File: src/rtl/lfw_pkg.sv
package lfw_pkg;

    localparam int CTL_SEL_BIT = 3;
    localparam int CTL_EN_BIT  = 0;
    localparam logic [7:0] FLO_UNUSED = 8'h10;
    localparam logic [7:0] FHI_UNUSED = 8'hF8;

    typedef struct packed {
        logic blb12;
        logic blb11;
        logic blb02;
        logic blb01;
    } boot_lock_t;

    typedef enum logic [1:0] {
        PROT_ALL      = 2'b00,
        PROT_NO_LOAD  = 2'b01,
        PROT_NO_STORE = 2'b10,
        PROT_NONE     = 2'b11
    } prot_mode_t;

    typedef enum logic [1:0] {
        SRC_FUSE_LO,
        SRC_LOCK,
        SRC_FUSE_HI,
        SRC_NONE
    } rd_src_t;

    typedef struct packed {
        logic       valid;
        logic       deny;
        logic [7:0] data;
    } rd_result_t;

    function automatic rd_src_t pick_src(input logic upper_zero, input logic [1:0] low);
        if (!upper_zero) return SRC_NONE;
        case (low)
            2'd0:    return SRC_FUSE_LO;
            2'd1:    return SRC_LOCK;
            2'd3:    return SRC_FUSE_HI;
            default: return SRC_NONE;
        endcase
    endfunction

    function automatic logic [7:0] lock_byte(input boot_lock_t lk, input logic [1:0] lb);
        return {2'b11, lk, lb};
    endfunction

endpackage

File: src/rtl/lfw_window.sv
module lfw_window #(
    parameter int STORE_WIN = 4,
    parameter int LOAD_WIN  = 5
) (
    input  logic clk,
    input  logic rst,
    input  logic ctl_we,
    input  logic arm_val,
    input  logic consume,
    output logic st_open,
    output logic ld_open
);
    localparam int AW = $clog2(LOAD_WIN + 1);

    logic          armed;
    logic [AW-1:0] age;

    always_ff @(posedge clk) begin
        if (rst) begin
            armed <= 1'b0;
            age   <= '0;
        end else if (ctl_we) begin
            armed <= arm_val;
            age   <= AW'(1);
        end else if (consume) begin
            armed <= 1'b0;
        end else if (armed) begin
            if (age == AW'(LOAD_WIN)) armed <= 1'b0;
            else                      age   <= age + AW'(1);
        end
    end

    assign st_open = armed && (age <= AW'(STORE_WIN));
    assign ld_open = armed && (age <= AW'(LOAD_WIN));
endmodule

File: src/rtl/lfw_lockbank.sv
module lfw_lockbank
    import lfw_pkg::*;
(
    input  logic       clk,
    input  logic       rst,
    input  logic       prog,
    input  logic [3:0] pattern,
    output boot_lock_t lk_q
);
    always_ff @(posedge clk) begin
        if (rst)       lk_q <= '1;
        else if (prog) lk_q <= lk_q & pattern;
    end
endmodule

File: src/rtl/lfw_guard.sv
module lfw_guard
    import lfw_pkg::*;
(
    input  boot_lock_t lk,
    input  logic       in_boot,
    input  logic       tgt_boot,
    output logic       store_block,
    output logic       load_block,
    output logic       irq_off
);
    prot_mode_t mode;
    logic       no_store, no_app_load;

    always_comb begin
        mode = prot_mode_t'({lk.blb12, lk.blb11});
        unique case (mode)
            PROT_NONE:     begin no_store = 1'b0; no_app_load = 1'b0; end
            PROT_NO_STORE: begin no_store = 1'b1; no_app_load = 1'b0; end
            PROT_ALL:      begin no_store = 1'b1; no_app_load = 1'b1; end
            default:       begin no_store = 1'b0; no_app_load = 1'b1; end
        endcase
    end

    assign store_block = tgt_boot && no_store;
    assign load_block  = tgt_boot && !in_boot && no_app_load;
    assign irq_off     = in_boot && !lk.blb12;
endmodule

File: src/rtl/lockfuse_window.sv
module lockfuse_window
    import lfw_pkg::*;
#(
    parameter int             PTR_W     = 16,
    parameter logic [PTR_W-1:0] BOOT_BASE = 16'hF000,
    parameter logic [7:0]     FUSE_LO   = 8'hA2,
    parameter logic [7:0]     FUSE_HI   = 8'h05,
    parameter logic [1:0]     LB_BITS   = 2'b10,
    parameter int             STORE_WIN = 4,
    parameter int             LOAD_WIN  = 5
) (
    input  logic             clk,
    input  logic             rst,
    input  logic             ctl_we,
    input  logic [7:0]       ctl_wdata,
    input  logic [7:0]       st_data,
    input  logic [PTR_W-1:0] ptr,
    input  logic             st_strobe,
    input  logic             ld_strobe,
    input  logic             in_boot,
    input  logic [7:0]       mem_rdata,
    output logic             rd_valid,
    output logic [7:0]       rd_data,
    output logic             denied,
    output logic             irq_off
);
    logic       arm_val, st_open, ld_open, lock_wr, armed_ld, consume;
    logic       tgt_boot, store_block, load_block;
    boot_lock_t lk_q;
    rd_src_t    src;
    rd_result_t res_d, res_q;

    assign arm_val  = ctl_wdata[CTL_SEL_BIT] & ctl_wdata[CTL_EN_BIT];
    assign lock_wr  = st_strobe && st_open;
    assign armed_ld = ld_strobe && !st_strobe && ld_open;
    assign consume  = lock_wr || armed_ld;
    assign tgt_boot = (ptr >= BOOT_BASE);
    assign src      = pick_src(ptr[PTR_W-1:2] == '0, ptr[1:0]);

    lfw_window #(.STORE_WIN(STORE_WIN), .LOAD_WIN(LOAD_WIN)) u_win (
        .clk(clk), .rst(rst), .ctl_we(ctl_we), .arm_val(arm_val),
        .consume(consume), .st_open(st_open), .ld_open(ld_open)
    );

    lfw_lockbank u_bank (
        .clk(clk), .rst(rst), .prog(lock_wr), .pattern(st_data[5:2]), .lk_q(lk_q)
    );

    lfw_guard u_guard (
        .lk(lk_q), .in_boot(in_boot), .tgt_boot(tgt_boot),
        .store_block(store_block), .load_block(load_block), .irq_off(irq_off)
    );

    always_comb begin
        res_d = '0;
        if (st_strobe) begin
            if (!st_open) res_d.deny = store_block;
        end else if (ld_strobe) begin
            res_d.valid = 1'b1;
            if (ld_open) begin
                unique case (src)
                    SRC_LOCK:    res_d.data = lock_byte(lk_q, LB_BITS);
                    SRC_FUSE_LO: res_d.data = FUSE_LO | FLO_UNUSED;
                    SRC_FUSE_HI: res_d.data = FUSE_HI | FHI_UNUSED;
                    default:     res_d.data = 8'hFF;
                endcase
            end else if (load_block) begin
                res_d.deny = 1'b1;
                res_d.data = 8'hFF;
            end else begin
                res_d.data = mem_rdata;
            end
        end
    end

    always_ff @(posedge clk) begin
        if (rst) res_q <= '0;
        else     res_q <= res_d;
    end

    assign rd_valid = res_q.valid;
    assign rd_data  = res_q.data;
    assign denied   = res_q.deny;
endmodule

File: config.mk
export PLATFORM = sky130hd
export DESIGN_NAME = lockfuse_window
export DESIGN_NICKNAME = d
export VERILOG_FILES = /design/src/rtl/lfw_pkg.sv /design/src/rtl/lfw_window.sv /design/src/rtl/lfw_lockbank.sv /design/src/rtl/lfw_guard.sv /design/src/rtl/lockfuse_window.sv
export SDC_FILE = /design/constraint.sdc
export NUM_CORES = 1
export LEC_CHECK = 0
export CORE_AREA = 2 2 60 50
export DETAILED_ROUTE_END_ITERATION = 8
export DIE_AREA = 0 0 62 52
export PLACE_DENSITY_LB_ADDON = 0.1
export SLEW_MARGIN = 30
export SYNTH_ARGS = -nofsm -noshare
export SYNTH_HDL_FRONTEND = slang
export SYNTH_SLANG_ARGS = --single-unit
File: constraint.sdc
create_clock -name clk -period 2.6 [get_ports clk]
set_clock_uncertainty 0.1 [all_clocks]
set_input_delay 0.78 -clock clk [delete_from_list [all_inputs] [get_ports clk]]
set_output_delay 0.78 -clock clk [all_outputs]
set_load 0.01 [all_outputs]
==> run_results.csv <==
group,metric,value,unit
power,p_leak,0.000572,uW
logic_synthesis,async_flop_share,0,%
worst_setup_path,arrival,1570,ps
timing,fin_crit_sh,94.1,%
power,ir_drop,0.000341,V
final_layout,final_area,1480,sq um
placed_design,place_congestion,0.733,
routing,route.detailed.drc,0,
power,p_sw,137,uW
power,seqPwrFrac,49.7,%
cts,clkSinkCount,18,
timing,fin_ws,154,ps
power,swShare,23.7,%
grt,grt_pass1_vias,916,
power,pwr-share-clk,30.7,%
routing,wl_per_cell,13.0,um
cts,cts_buffers,3,
timing,final.setup.tns,0,ps
grt,antenna_found_initial,0,
worst_setup_path,critPathMaxFanout,2,
logic_synthesis,synthesis.nets,155,
cts,post-cts-setup-buffers,0,
placed_design,dp.cells,191,
timing,slew_viol_final,0,
cts,root_buffer,"clkbuf_4",
die,initial_core_util,34.3,%
timing,fmax,0.409,GHz
routing,vias_per_cell,4.91,
logic_synthesis,syn_avg_cell_area,8.84,sq um
cts,cts_hold_buf,0,
logic_synthesis,yosys_warnings,0,
power,p_int,442,uW
final_layout,drive_gt1_share,12.1,%
timing,setup_viol,0,
routing,num_vias,957,
worst_setup_path,cp.required,1720,ps
cts,cts_buffer_depth,2,
logic_synthesis,synth_area,911,sq um
die,fp.dieW,62,um
routing,dr.pass1.iters,4,
logic_synthesis,seq_area_frac_synth,39.6,%
timing,min_period,2450,ps
logic_synthesis,synth_edf_count,0,
cts,cts_tree,"done",
logic_synthesis,ys_seq_elements,18,
routing,wirelength,2530,um
grt,grt_max_degree,11,
run,cap_viol_max_count,0,
worst_setup_path,reg2reg_slack,580,ps
timing,max_slew_margin,75.2,%
die,core-area,2660,sq um
grt,grt_overflow_total,0,
logic_synthesis,ys.flop_type,"dfxtp_1",
cts,clkTransAtPathRegs,110,ps
die,row_count,17,
power,combPwrFrac,19.6,%
worst_setup_path,critPathKind,"in2out",
routing,drtAntennaViolNets,0,
logic_synthesis,ys_types,30,
cts,insertion_delay,300,ps
timing,hold_ws,365,ps
min_path,hp-class,"reg2reg",
worst_setup_path,cp-end-kind,"output port",
grt,track_usage,16.9,%
logic_synthesis,netlist_instances,103,
placed_design,pre_cts_ws,-233,ps
grt,grt_first_pass_wirelength,3930,um
final_layout,nets,210,
routing,drt_iter0_drc,14,
timing,finalHoldViolCount,0,
worst_setup_path,startpoint_type,"input port",
die,ioPinCount,57,
power,power_density,391,nW/um^2
run_status,status,"finished clean",
placed_design,hpwlAfterDp,2010,um
final_layout,stdcell_count,195,
cts,htreeDepth,1,
final_layout,area_delta_synth_final,62.5,%
placed_design,port-buffer-count,46,
final_layout,antennaDiodeCount,0,
timing,worst_slew_pin_slew,369,ps
die,die-area,3220,sq um
timing,rsz0062_at_grt,"false",
die,die_h,52,um
placed_design,placed_cell_area,1450,sq um
power groups by stage:
stage | registers (uW) | clock network [uW] | logic [uW]
floorplan | 295 | 0 | 35.9
global placement | 294 | 0 | 111
detailed placement | 294 | 0 | 113
CTS | 288 | 183 | 114
global route | 289 | 198 | 124
finish | 288 | 178 | 113
timing repair:
action | in CTS | in global routing
resized for setup | 1 | 2
endpoints found under the hold margin | 0 | 0
endpoints found under the setup margin | 1 | 1
registers in the layout, indices dropped and copies added, names as in the netlist:
register and flops:
u_win.age 3, rd_valid 1, u_bank.lk_q 4, u_win.armed 1, denied 1, rd_data 8
metrics by stage:
stage	utilization (%)	power [uW]
after floorplan	-	331
after global placement	54.5	405
after detailed placement	54.5	408
after CTS	55.8	585
after global routing	55.7	611
final	55.7	579
cells by family after synthesis:
family | synth area share, %
adders and majority gates | 8.24
and+or+nand+nor | 23.6
buffers and inverters | 5.77
DFF | 39.6
AOI/OAI and AO/OA | 22.8
cells in the mapped netlist, drive strengths merged, types with 2 or more instances:
cell | number | area, sq um
dfxtp | 18 | 360
inv | 10 | 37.5
a21oi | 7 | 35.0
o21ai | 7 | 35.0
o31ai | 7 | 52.6
ha | 6 | 75.1
nand2b | 6 | 40.0
nor2 | 6 | 37.5
nor4 | 6 | 43.8
nand2 | 4 | 15.0
nand3 | 4 | 20.0
a31oi | 3 | 18.8
nor2b | 2 | 12.5
nor3 | 2 | 10.0
o21a | 2 | 15.0
or2 | 2 | 12.5
layout make-up:
class | instances | area, sq um
Clock buffer | 4 | 36.3
Tap cell | 38 | 47.5
Fill cell | 257 | 1180
Sequential cell | 18 | 360
Multi-Input combinational cell | 73 | 498
Inverter | 10 | 37.5
Timing Repair Buffer | 52 | 500
per-layer routing:
metal | vias up | share of wire (%) | track usage, %
met3 | 2 | 8.1 | 5.97
met5 | - | 0 | 0
met4 | 0 | 0.43 | 4.96
li1 | 477 | - | -
met1 | 443 | 47 | 21.0
met2 | 35 | 44 | 27.3
path summary, 6_finish.rpt:
path                                     from                    end  depth (start not counted)
setup / recovery                      in_boot                irq_off                          3
hold / removal    u_bank.lk_q[0]$_SDFFE_PP1P_  rd_data[2]$_SDFF_PP0_                          2
setup reg to reg    u_win.age[1]$_SDFFE_PP0P_      denied$_SDFF_PP0_                          6
hold reg to reg   u_bank.lk_q[0]$_SDFFE_PP1P_  rd_data[2]$_SDFF_PP0_                          2
critical path: stages:
cell and delay, ps:
clkdlybuf4s50_1 490, nor2b_1 150, clkbuf_2 140
cell usage in the layout (no fill, tap or decap), types with 2 or more instances in the layout:
cell type        netlist  final
clkdlybuf4s50_1        0     45
dfxtp_1               18     18
inv_1                 10     10
o21ai_0                7      7
o31ai_1                7      7
a21oi_1                7      7
ha_1                   6      6
buf_4                  0      6
nand2b_1               5      5
nor4_1                 5      5
nand2_1                4      4
nor2_1                 4      4
nand3_1                4      4
a31oi_1                3      3
clkbuf_4               0      3
nor2b_1                2      2
or2_2                  2      2
nor2_4                 2      2
o21a_1                 2      2
nor3_1                 2      2
(Power assumes the default switching activity.)
